$ cat src/rtl/wdt_pkg.sv
package wdt_pkg;
  typedef enum logic [1:0] {
    WDT_OFF   = 2'b00,
    WDT_SW    = 2'b01,
    WDT_AWAKE = 2'b10,
    WDT_ON    = 2'b11
  } wdt_mode_e;
endpackage

$ cat src/rtl/wdt_mode_ctrl.sv
module wdt_mode_ctrl
  import wdt_pkg::*;
(
  input  logic [1:0] mode_i,
  input  logic       sw_en_i,
  input  logic       sleep_i,
  output logic       en_o
);
  wdt_mode_e mode;
  assign mode = wdt_mode_e'(mode_i);

  always_comb begin
    unique case (mode)
      WDT_ON:    en_o = 1'b1;
      WDT_AWAKE: en_o = ~sleep_i;
      WDT_SW:    en_o = sw_en_i;
      default:   en_o = 1'b0;
    endcase
  end
endmodule

$ cat src/rtl/wdt_prescaler.sv
module wdt_prescaler #(
  parameter int unsigned PRE_DIV = 128
) (
  input  logic clk_i,
  input  logic rst_ni,
  input  logic step_i,
  input  logic clr_i,
  output logic base_tick_o
);
  localparam int unsigned PRE_W = (PRE_DIV > 1) ? $clog2(PRE_DIV) : 1;
  localparam logic [PRE_W-1:0] LAST = PRE_W'(PRE_DIV - 1);

  logic [PRE_W-1:0] cnt_q;
  logic             last;

  assign last        = (cnt_q == LAST);
  assign base_tick_o = step_i & last;

  always_ff @(posedge clk_i or negedge rst_ni) begin
    if (!rst_ni)      cnt_q <= '0;
    else if (clr_i)   cnt_q <= '0;
    else if (step_i)  cnt_q <= last ? '0 : cnt_q + 1'b1;
  end

  a_r5_pre_clear: assert property (@(posedge clk_i) disable iff (!rst_ni)
    clr_i |=> (cnt_q == '0));
  a_r2_pre_hold: assert property (@(posedge clk_i) disable iff (!rst_ni)
    (!step_i && !clr_i) |=> $stable(cnt_q));
endmodule

$ cat src/rtl/wdt_postscaler.sv
module wdt_postscaler #(
  parameter int unsigned MAX_EXP = 20,
  parameter int unsigned SEL_W   = 5
) (
  input  logic             clk_i,
  input  logic             rst_ni,
  input  logic             base_tick_i,
  input  logic             clr_i,
  input  logic [SEL_W-1:0] tap_sel_i,
  output logic             timeout_o
);
  localparam int unsigned CNT_W = (MAX_EXP > 0) ? MAX_EXP : 1;
  localparam logic [SEL_W-1:0] MAX_SEL = SEL_W'(MAX_EXP);

  logic [SEL_W-1:0] eff_sel;
  logic [CNT_W-1:0] mask;
  logic [CNT_W-1:0] cnt_q;
  logic             last;

  // saturate exponent
  assign eff_sel = (tap_sel_i > MAX_SEL) ? MAX_SEL : tap_sel_i;

  // mask = 2^eff - 1
  for (genvar i = 0; i < CNT_W; i++) begin : g_mask
    assign mask[i] = (eff_sel > SEL_W'(i));
  end

  assign last      = (cnt_q == mask);
  assign timeout_o = base_tick_i & last & ~clr_i;

  always_ff @(posedge clk_i or negedge rst_ni) begin
    if (!rst_ni)                   cnt_q <= '0;
    else if (clr_i || timeout_o)   cnt_q <= '0;
    else if (base_tick_i)          cnt_q <= cnt_q + 1'b1;
  end

  a_r9_post_restart: assert property (@(posedge clk_i) disable iff (!rst_ni)
    timeout_o |=> (cnt_q == '0));
  a_r5_post_clear: assert property (@(posedge clk_i) disable iff (!rst_ni)
    clr_i |=> (cnt_q == '0));
  a_r2_post_hold: assert property (@(posedge clk_i) disable iff (!rst_ni)
    (!base_tick_i && !clr_i) |=> $stable(cnt_q));
endmodule

$ cat src/rtl/wdt_multi_mode.sv
module wdt_multi_mode #(
  parameter int unsigned PRE_DIV = 128,
  parameter int unsigned MAX_EXP = 20,
  parameter int unsigned SEL_W   = 5,
  parameter int unsigned OSC_W   = 3
) (
  input  logic             clk_i,
  input  logic             rst_ni,
  input  logic             tick_en_i,
  input  logic [1:0]       mode_i,
  input  logic             sw_en_i,
  input  logic             sleep_i,
  input  logic             clr_cmd_i,
  input  logic [OSC_W-1:0] osc_sel_i,
  input  logic             clk_fail_i,
  input  logic [SEL_W-1:0] tap_sel_i,
  output logic             wdt_en_o,
  output logic             rst_pulse_o,
  output logic             wake_pulse_o
);
  logic             en;
  logic             step;
  logic             clr_any;
  logic             base_tick;
  logic             timeout;
  logic             sleep_q;
  logic [OSC_W-1:0] osc_q;

  wdt_mode_ctrl u_mode (
    .mode_i  (mode_i),
    .sw_en_i (sw_en_i),
    .sleep_i (sleep_i),
    .en_o    (en)
  );

  assign wdt_en_o = en;
  assign step     = en & tick_en_i;
  assign clr_any  = clr_cmd_i | clk_fail_i | (sleep_i & ~sleep_q) | (osc_sel_i != osc_q);

  always_ff @(posedge clk_i or negedge rst_ni) begin
    if (!rst_ni) begin
      sleep_q <= 1'b0;
      osc_q   <= '0;
    end else begin
      sleep_q <= sleep_i;
      osc_q   <= osc_sel_i;
    end
  end

  wdt_prescaler #(.PRE_DIV(PRE_DIV)) u_pre (
    .clk_i       (clk_i),
    .rst_ni      (rst_ni),
    .step_i      (step),
    .clr_i       (clr_any),
    .base_tick_o (base_tick)
  );

  wdt_postscaler #(.MAX_EXP(MAX_EXP), .SEL_W(SEL_W)) u_post (
    .clk_i       (clk_i),
    .rst_ni      (rst_ni),
    .base_tick_i (base_tick),
    .clr_i       (clr_any),
    .tap_sel_i   (tap_sel_i),
    .timeout_o   (timeout)
  );

  always_ff @(posedge clk_i or negedge rst_ni) begin
    if (!rst_ni) begin
      rst_pulse_o  <= 1'b0;
      wake_pulse_o <= 1'b0;
    end else begin
      rst_pulse_o  <= timeout & ~sleep_i;
      wake_pulse_o <= timeout & sleep_i;
    end
  end

  a_r1_off_quiet: assert property (@(posedge clk_i) disable iff (!rst_ni)
    !wdt_en_o |=> !(rst_pulse_o || wake_pulse_o));
  a_r6_clear_wins: assert property (@(posedge clk_i) disable iff (!rst_ni)
    clr_any |=> !(rst_pulse_o || wake_pulse_o));
  a_r7_awake_only: assert property (@(posedge clk_i) disable iff (!rst_ni)
    rst_pulse_o |-> !$past(sleep_i));
  a_r7_single: assert property (@(posedge clk_i) disable iff (!rst_ni)
    rst_pulse_o |=> !rst_pulse_o);
  a_r8_asleep_only: assert property (@(posedge clk_i) disable iff (!rst_ni)
    wake_pulse_o |-> $past(sleep_i));
  a_r2_needs_strobe: assert property (@(posedge clk_i) disable iff (!rst_ni)
    !(tick_en_i && wdt_en_o) |=> !(rst_pulse_o || wake_pulse_o));
  a_r10_reset_quiet: assert property (@(posedge clk_i)
    !rst_ni |-> !(rst_pulse_o || wake_pulse_o));
endmodule

$ cat config.mk
export PLATFORM = sky130hd
export DESIGN_NAME = wdt_multi_mode
export DESIGN_NICKNAME = d
export VERILOG_FILES = /design/src/rtl/wdt_pkg.sv /design/src/rtl/wdt_mode_ctrl.sv /design/src/rtl/wdt_prescaler.sv /design/src/rtl/wdt_postscaler.sv /design/src/rtl/wdt_multi_mode.sv
export SDC_FILE = /design/constraint.sdc
export NUM_CORES = 1
export LEC_CHECK = 0
export BUFFER_PORTS_ARGS = -buffer_cell sky130_fd_sc_hd__buf_2
export CAP_MARGIN = 20
export CELL_PAD_IN_SITES_DETAIL_PLACEMENT = 2
export CELL_PAD_IN_SITES_GLOBAL_PLACEMENT = 2
export CORE_ASPECT_RATIO = 1.5
export CORE_MARGIN = 2
export CORE_UTILIZATION = 25
export DETAILED_ROUTE_END_ITERATION = 8
export GPL_ROUTABILITY_DRIVEN = 0
export HOLD_SLACK_MARGIN = 0.06
export PLACE_DENSITY_LB_ADDON = 0.15
export SYNTH_ARGS = -nofsm -noshare
export SYNTH_HDL_FRONTEND = slang
export SYNTH_HIERARCHICAL = 1
export SYNTH_SLANG_ARGS = --single-unit
$ cat constraint.sdc
create_clock -name clk_i -period 3.7 [get_ports clk_i]
set_clock_uncertainty 0.2 [all_clocks]
set_input_delay 0.185 -clock clk_i [delete_from_list [all_inputs] [get_ports clk_i]]
set_output_delay 0.185 -clock clk_i [all_outputs]
set_load 0.01 [all_outputs]
Word level (Yosys, flattened, before mapping)
Index checks and enable logic that the tools add are counted.

word-level totals
  logic and storage cells = 58
  bits in registers = 33
  input port bits = 17
  output and inout port bits = 3

cells by class
  magnitude comparators = 21
  add/sub/neg operators = 2
  bitwise logic cells = 13
  equality and inequality tests = 6
  multiplexer cells = 7
  reductions and logical operators = 3

operators with widths
  cell                                                                              count
  5-bit by 4-bit greater-than comparator with 1-bit output (second input constant)  8
  20-bit 2-to-1 mux                                                                 2
  5-bit greater-than comparator (second input constant)                             5
  7-bit 2-to-1 mux                                                                  3
  20-bit by 1-bit adder with 20-bit output (second input constant)                  1
  20-bit == test                                                                    1
  5-bit by 3-bit greater-than comparator with 1-bit output (second input constant)  4
  5-bit by 1-bit greater-than comparator with 1-bit output (second input constant)  2
  5-bit by 2-bit greater-than comparator with 1-bit output (second input constant)  2
  7-bit by 1-bit adder with 7-bit output (second input constant)                    1
  1-bit AND                                                                         7
  7-bit == test (second input constant)                                             1
  5-bit 2-to-1 mux                                                                  1
  2-bit == test (second input constant)                                             2
  2-bit nonzero test                                                                2
  3-bit != test                                                                     1
  1-bit NOT                                                                         3
  1-bit bitwise OR                                                                  3
  1-bit case mux with 3 select lines                                                1
  2-bit by 1-bit == test with 1-bit output (second input constant)                  1
  1-bit logical OR                                                                  1

Logic depth before layout (Yosys ltp)
Gate-level depths: netlist of the first run.

  depth in word-level cells = 8
  mapped depth = 11

Modules after synthesis
Netlist of the first run, hierarchy kept.

modules (own cells, without submodules)
  module          times used  cells each  sequential area each (µm²)  area each (µm²)
  wdt_postscaler  1           176         500.5                       1485.2
  wdt_prescaler   1           36          175.2                       356.6
  wdt_multi_mode  1           15          150.1                       214.0
  wdt_mode_ctrl   1           3           0.0                         17.5

Worst setup path after synthesis of the first run
No wires, ideal clock.

  path type = input port to flip-flop
  start point = in sw_en_i
  end point = reg u_post.cnt_q[11]
  required time = 3.381 ns
  setup slack = 1.009 ns
  library setup time = 0.119 ns
  arrival = 2.372 ns
  stages = 11
  cells stage by stage = a21oi_1 -> a21oi_2 -> and2_1 -> nand4_2 -> nor2_1 -> o21ai_0 -> a221oi_1 -> or3b_1 -> o41ai_4 -> buf_6 -> nor2_1

between the ends
  word-level cells in the longest chain between the ends = 7
  elaborated cells between the ends (all ways) = 8
  those cells by class = mux (2); bitwise (4); reduce/logical (2)

RTL lines
  item                                                     line                  RTL
  from (decl)                                              wdt_multi_mode.sv:11  input logic sw_en_i,
  1-bit case mux with 3 select lines *                     wdt_mode_ctrl.sv:13   unique case (mode)
  via wdt_en_o                                             wdt_multi_mode.sv:17  output logic wdt_en_o,
  1-bit AND *                                              wdt_multi_mode.sv:37  assign step = en & tick_en_i;
  via step                                                 wdt_multi_mode.sv:22  logic step;
  1-bit AND *                                              wdt_prescaler.sv:17   assign base_tick_o = step_i & last;
  via base_tick                                            wdt_multi_mode.sv:24  logic base_tick;
  1-bit AND (2 in series)                                  wdt_postscaler.sv:29  assign timeout_o = base_tick_i & last & ~clr_i;
  1-bit logical OR                                         wdt_postscaler.sv:33  else if (clr_i || timeout_o) cnt_q <= '0;
  20-bit 2-to-1 mux or 2-bit nonzero test (tied branches)  n/a
  to (signal assigned)                                     wdt_postscaler.sv:34  else if (base_tick_i) cnt_q <= cnt_q + 1'b1;
  to (decl)                                                wdt_postscaler.sv:17  logic [CNT_W-1:0] cnt_q;

The timed path passes the listed nets; every way through them passes the cells marked *.
A chain may end at the register's enable or synchronous reset.

Worst setup path in the final report of the first run
  start point = in sleep_i
  end point = reg u_post.cnt_q[15]

between the ends
  word-level cells in the longest chain between the ends = 8
  elaborated cells between the ends (all ways) = 13
  those cells by class = mux (2); bitwise (9); reduce/logical (2)

RTL lines
  item                                                     line                  RTL
  from (decl)                                              wdt_multi_mode.sv:12  input logic sleep_i,
  1-bit NOT *                                              wdt_mode_ctrl.sv:15   WDT_AWAKE: en_o = ~sleep_i;
  1-bit case mux with 3 select lines *                     wdt_mode_ctrl.sv:13
  1-bit AND *                                              wdt_multi_mode.sv:37
  via step                                                 wdt_multi_mode.sv:22
  1-bit AND *                                              wdt_prescaler.sv:17
  via base_tick                                            wdt_multi_mode.sv:24
  1-bit AND (2 in series)                                  wdt_postscaler.sv:29
  1-bit logical OR                                         wdt_postscaler.sv:33
  20-bit 2-to-1 mux or 2-bit nonzero test (tied branches)  n/a

Marked as above.

==> out/metrics.cfg, run 1 <==
[cts]
cts_setup_buffers=0
cts_root_buf=clkbuf_16
cts.reportedPaths.clkPinSlew_ns=0.05
cts_sinks=33
clk-insertion-delay-late_ns=0.28
tritoncts=done
htree_levels=2
cts_buffers=5
clockBufferDepth=2

[cells_and_area]
fin_area_um2=2450
n_fill_cell=926
antenna_cells=0
drive_above_1_share=0.146
fin_nets=271
area_growth_pct=18.3

[route]
ant_nets=0
drtIter0Drc=76
drc=0
routedWlPerCell_um=16.4
routed_wl_um=5860
viasPerCell=4.90
drtPass1Iterations=4
vias=1754

[pwr]
vdd_drop_max_mv=0.194
pwr-share-clk=0.537
p_per_area_nw_per_um2=377
p_sw_frac=0.215
power.switching_mw=0.199
internal_power_mw=0.725
seqPwrFrac=0.394
total_power_mw=0.924
p_leak_nw=0.965
comb_power_share=0.069

[timing]
setup_slack_ns=0.339
timing.setup.tns_ns=0
min_period_over_period=0.908
hold_viol=0
slew_headroom=0.482
grt_setup_unrepaired=false
slew_violations=0
finalSetupViolCount=0
tightest_slew_ns=0.777
fmax_mhz=298
hold_ws_ns=0.191
fin_crit_ns=3.36

[floorplanning]
coreArea_um2=8010
initial_core_util=0.259
core.rowCount=40
die_w_um=78.4
io_pins=20
dieHeight_um=116
die-area_um2=9050

[synthesis]
syn_inst=230
syn_avg_cell_area_um2=9.01
yosys_most_used_dff=dfrtp_1
synthesis.nets=249
synth_edf_count=0
async_reset_ff_frac=1.00
ys_warn_count=6
synth_top_area_cell=dfrtp_1
syn_area_um2=2070
yosysMostFrequentCell=nor2_1
synth_top_area_frac=0.398
seq_area_frac_synth=0.398
ys_ff_latch=33
synth_cell_types=49
synth_commonest_cells=nor2_1 (37), dfrtp_1 (33), xor2_1 (15)
yosys-top-cells-area=dfrtp_1 (40%), nor2_1 (6.7%), xor2_1 (6.3%)

[run]
cap_viol_max_count=0

[place]
buffer_ports.inserted=19
dpl-instance-area_um2=2230
post-dp-hpwl_um=4420
preCtsSetupSlack_ns=0.382

[critical_path]
critPathRequiredTime_ns=3.66
cp-end-kind=register
max_stage_delay_ns=0.53
path_cells=dlygate4sd3_1 > buf_2 > a21oi_2 > and2_1 > nand4_2 > nor2_2 > o21ai_0 > a221oi_1 > or3b_1 > o41ai_4 > buf_4 > nor2_1
critPathMaxFanout=16
crit_arrival_ns=3.33
cp_slowest_cell=dlygate4sd3_1
path_class=input pin to register
timing.rr.start=u_pre/cnt_q[0]
cp-startpoint=sleep_i
rr_worst_depth=9
cp-start-kind=input pin

[worst_hold_path]
hold_path_class=input pin to register
min_from=tick_en_i
min_path_cells=4

[global_routing]
antenna_found_initial=0
overflow=0
grt_util_all_layers=0.146
grt_pass1_vias=1895
grt_pass1_wl_um=9940
grt_max_degree=34

[outcome]
outcome=finished clean

[cell families (layout without fill, tap and decap cells)]
family          after synthesis  count (layout)  synth area share
compound gates               50              50             0.181
fa+ha+maj                     2               2            0.0121
flops                        33              33             0.398
mux                           1               1           0.00483
simple gates                 92              92             0.218
buf+inv                      23              46            0.0634
xor+xnor                     29              29             0.123
[power groups by stage]
stage,combinational [mW],sequential (mW),clock (mW)
6_report,0.0637,0.364,0.496
5_1_grt,0.0730,0.364,0.523
4_1_cts,0.0659,0.364,0.507
3_5_place_dp,0.0617,0.371,0
2_1_floorplan,0.0381,0.371,0
3_3_place_gp,0.0617,0.371,0
[timing repair]
item                       CTS  global route
hold buffers                 5             0
setup endpoints to repair    0            16
resized for setup            0             1
hold endpoints to repair    39             0
[layout make-up]
class,count,area (um2),share of cell area
flip-flops and latches,33,826,0.337
repair buffers,26,160,0.0653
well taps,105,131,0.0535
clock buffers,7,143,0.0581
multi-input cells,174,1120,0.456
clock inverters,1,30.0,0.0122
inverters,12,45.0,0.0184
[metal layers]
layer | up-vias | global-route usage | share of wire
met5 | - | 0 | 0
li1 | 848 | - | -
met1 | 879 | 0.159 | 0.39
met2 | 22 | 0.277 | 0.57
met3 | 5 | 0.0304 | 0.024
met4 | 0 | 0.0491 | 0.016
[metrics by stage]
step	instances	util
final	358	0.306
after floorplan	230	-
after CTS	358	0.306
after detailed placement	345	0.278
after global routing	358	0.306
after global placement	345	0.278
[worst max-delay path, delay by kind of cell]
| kind | cells | cell delay (ns) |
|---|---|---|
| and+or+nand+nor | 5 | 1.26 |
| buffers and inverters | 3 | 0.98 |
| AOI/OAI and AO/OA | 4 | 0.90 |
[placed cells by master, fill, tap and decap left out, types with 3 or more instances in the layout]
cell type,n
a21o_1,3
a21oi_1,7
buf_2,19
clkbuf_16,5
dfrtp_1,33
dlygate4sd3_1,5
inv_1,12
nand2_1,12
nand3_1,10
nand4_1,8
nor2_1,36
nor2b_1,7
nor3_1,3
o211ai_1,4
o21ai_0,12
or3_1,3
xnor2_1,14
xor2_1,15
[worst paths after layout]
check                              endpoint  slack, ns
max                        u_post/cnt_q[15]       0.34
min reg2reg                  u_pre/cnt_q[1]       0.37
min in group asynchronous          osc_q[0]       0.32
max reg2reg                u_post/cnt_q[15]       0.72
min                          u_pre/cnt_q[1]       0.19
max in group asynchronous  u_post/cnt_q[15]       2.48
[flip-flops by register name (all words and copies together), names as in the netlist]
signal / count
u_post/cnt_q: 20
u_pre/cnt_q: 7
osc_q: 3
rst_pulse_o: 1
sleep_q: 1
wake_pulse_o: 1
No activity file was read; power rests on OpenSTA's default activity.
==> run 2, diff against run 1 <==
==> constraint.sdc (replaced) <==
create_clock -name clk_i -period 3.35 [get_ports clk_i]
set_clock_uncertainty 0.2 [all_clocks]
set_input_delay 0.1675 -clock clk_i [delete_from_list [all_inputs] [get_ports clk_i]]
set_output_delay 0.1675 -clock clk_i [all_outputs]
set_load 0.01 [all_outputs]
==> out/metrics.cfg, run 2 (synthesized netlist as in run 1, its figures left out) <==
[run]
cap_viol_max_count=0  ; unchanged

[place]
post-dp-hpwl_um=4570  ; was 4420 um
dpl-instance-area_um2=2260  ; was 2230 um2
buffer_ports.inserted=19  ; unchanged

[timing]
fin_crit_ns=3.09
fmax_mhz=324
min_period_over_period=0.922
grt_setup_unrepaired=false  ; unchanged
finalSetupViolCount=0  ; unchanged
tightest_slew_ns=0.768  ; was 0.777 ns
slew_headroom=0.488  ; was 0.482
hold_ws_ns=0.166  ; was 0.191 ns
timing.setup.tns_ns=0  ; unchanged
hold_viol=0  ; unchanged
slew_violations=0  ; unchanged

[cells_and_area]
fin_area_um2=2500  ; was 2450 um2
fin_nets=275  ; was 271
drive_above_1_share=0.163  ; was 0.146
largest_reg_flops=20  ; unchanged
multi_input_area_um2=1120  ; about the same
mostFrequentLayoutCells=nor2_1 (37), dfrtp_1 (33), buf_2 (19), xor2_1 (15), xnor2_1 (14)  ; was nor2_1 (36), dfrtp_1 (33), buf_2 (19), xor2_1 (15), xnor2_1 (14)
area_growth_pct=20.6  ; was 18.3%
top_register=u_post/cnt_q  ; unchanged
register_area_um2=826  ; unchanged
layout_commonest_cell=nor2_1  ; unchanged
n_fill_cell=923  ; was 926
top_regs=u_post/cnt_q x20, u_pre/cnt_q x7, osc_q x3  ; unchanged
antenna_cells=0  ; unchanged

[worst_hold_path]
min_path_cells=4  ; unchanged
hold_path_class=input pin to register  ; unchanged
min_to=u_pre/cnt_q[0]  ; was u_pre/cnt_q[1]
min_from=tick_en_i  ; unchanged

[route]
drtPass1Iterations=4  ; unchanged
routedWlPerCell_um=16.9  ; was 16.4 um
routed_wl_um=6130  ; was 5860 um
drtIter0Drc=96  ; was 76
viasPerCell=4.97  ; was 4.90
drc=0  ; unchanged
ant_nets=0  ; unchanged
vias=1800  ; was 1754

[cts]
cts_buffers=5  ; unchanged
cts_root_buf=clkbuf_16  ; unchanged
clk-insertion-delay-late_ns=0.27  ; was 0.28 ns
htree_levels=2  ; unchanged
cts.reportedPaths.clkPinSlew_ns=0.05  ; about the same
clockBufferDepth=2  ; unchanged
cts_sinks=33  ; unchanged
tritoncts=done  ; unchanged

[critical_path]
cp-start-kind=input pin  ; unchanged
path_class=input pin to register  ; unchanged
timing.rr.start=u_pre/cnt_q[1]  ; was u_pre/cnt_q[0]
crit_arrival_ns=3.04  ; was 3.33 ns
cp-end-kind=register  ; unchanged
worst_r2r_endpoint=u_post/cnt_q[2]  ; was u_post/cnt_q[15]
rr_worst_depth=9  ; unchanged
critPathRequiredTime_ns=3.30  ; was 3.66 ns
regToRegSetupSlack_ns=0.62  ; was 0.72 ns
critPathMaxFanout=7  ; was 16

[floorplanning]
dieHeight_um=116  ; unchanged
initial_core_util=0.259  ; unchanged
coreArea_um2=8010  ; unchanged
die_w_um=78.4  ; unchanged
io_pins=20  ; unchanged
core.rowCount=40  ; unchanged
die-area_um2=9050  ; unchanged

[global_routing]
grt_max_degree=34  ; unchanged
antenna_found_initial=0  ; unchanged
overflow=0  ; unchanged
grt_util_all_layers=0.152  ; was 0.146
grt_pass1_vias=2016  ; was 1895
grt_pass1_wl_um=10500  ; was 9940 um

[pwr]
p_per_area_nw_per_um2=405  ; was 377 nW/um2
p_leak_nw=0.997  ; was 0.965 nW
vdd_drop_max_mv=0.249  ; was 0.194 mV

[outcome]
outcome=finished clean  ; unchanged

-- run 2: layout make-up --
cell class	instances	area share
tap	105	0.0525
clock buffer	7	0.0570
inverter	12	0.0180
clock inverter	1	0.0120
sequential	33	0.330
timing repair buffer	30	0.0810
multi-input combinational	174	0.449
-- run 2: power breakdown --
group | switching, mW | internal [mW]
combinational | 0.0440 | 0.0294
sequential | 0.00103 | 0.401
clock | 0.166 | 0.371
total | 0.211 | 0.802
-- run 2: how the worst max path moves through the flow --
stage	cells past startpoint	startpoint	end
CTS	12	sleep_i	u_post/cnt_q[17]
floorplan	11	sw_en_i	u_post/cnt_q[11]
finish	12	sleep_i	u_post/cnt_q[2]
detailed placement	11	sleep_i	u_post/cnt_q[14]
global route	12	sleep_i	u_post/cnt_q[19]
global placement	11	sleep_i	u_post/cnt_q[7]
-- run 2: critical path, stage by stage --
cell	delay, ns
dlygate4sd3_1	0.54
buf_2	0.16
a21oi_2	0.15
and2_2	0.21
nand4_2	0.19
nor2_1	0.20
o21ai_0	0.13
a221oi_2	0.22
or3b_1	0.42
o41ai_4	0.39
buf_4	0.20
nor2_1	0.06
-- run 2: timing repair --
| action | in CTS | in global routing |
|---|---|---|
| endpoints found under the hold margin | 39 | 0 |
| hold buffers | 5 | 0 |
| endpoints found under the setup margin | 0 | 20 |
| gates resized for setup | 0 | 2 |
| buffers inserted | 0 | 1 |
-- run 2: per-layer routing --
| metal | up-vias | wire, um | GRT usage |
|---|---|---|---|
| met2 | 23 | 3540 | 0.306 |
| li1 | 854 | - | - |
| met3 | 5 | 131 | 0.0234 |
| met5 | - | 0 | 0 |
| met1 | 918 | 2380 | 0.157 |
| met4 | 0 | 72 | 0.0491 |
-- run 2: metrics by stage --
stage	worst slack, ns	std cells	util	power (mW)
detailed placement	0.413	348	0.283	0.479
global route	0.0353	362	0.312	1.05
global placement	0.500	348	0.283	0.478
finish	0.261	362	0.312	1.01
CTS	0.0848	361	0.310	1.03
floorplan	0.676	230	-	0.452
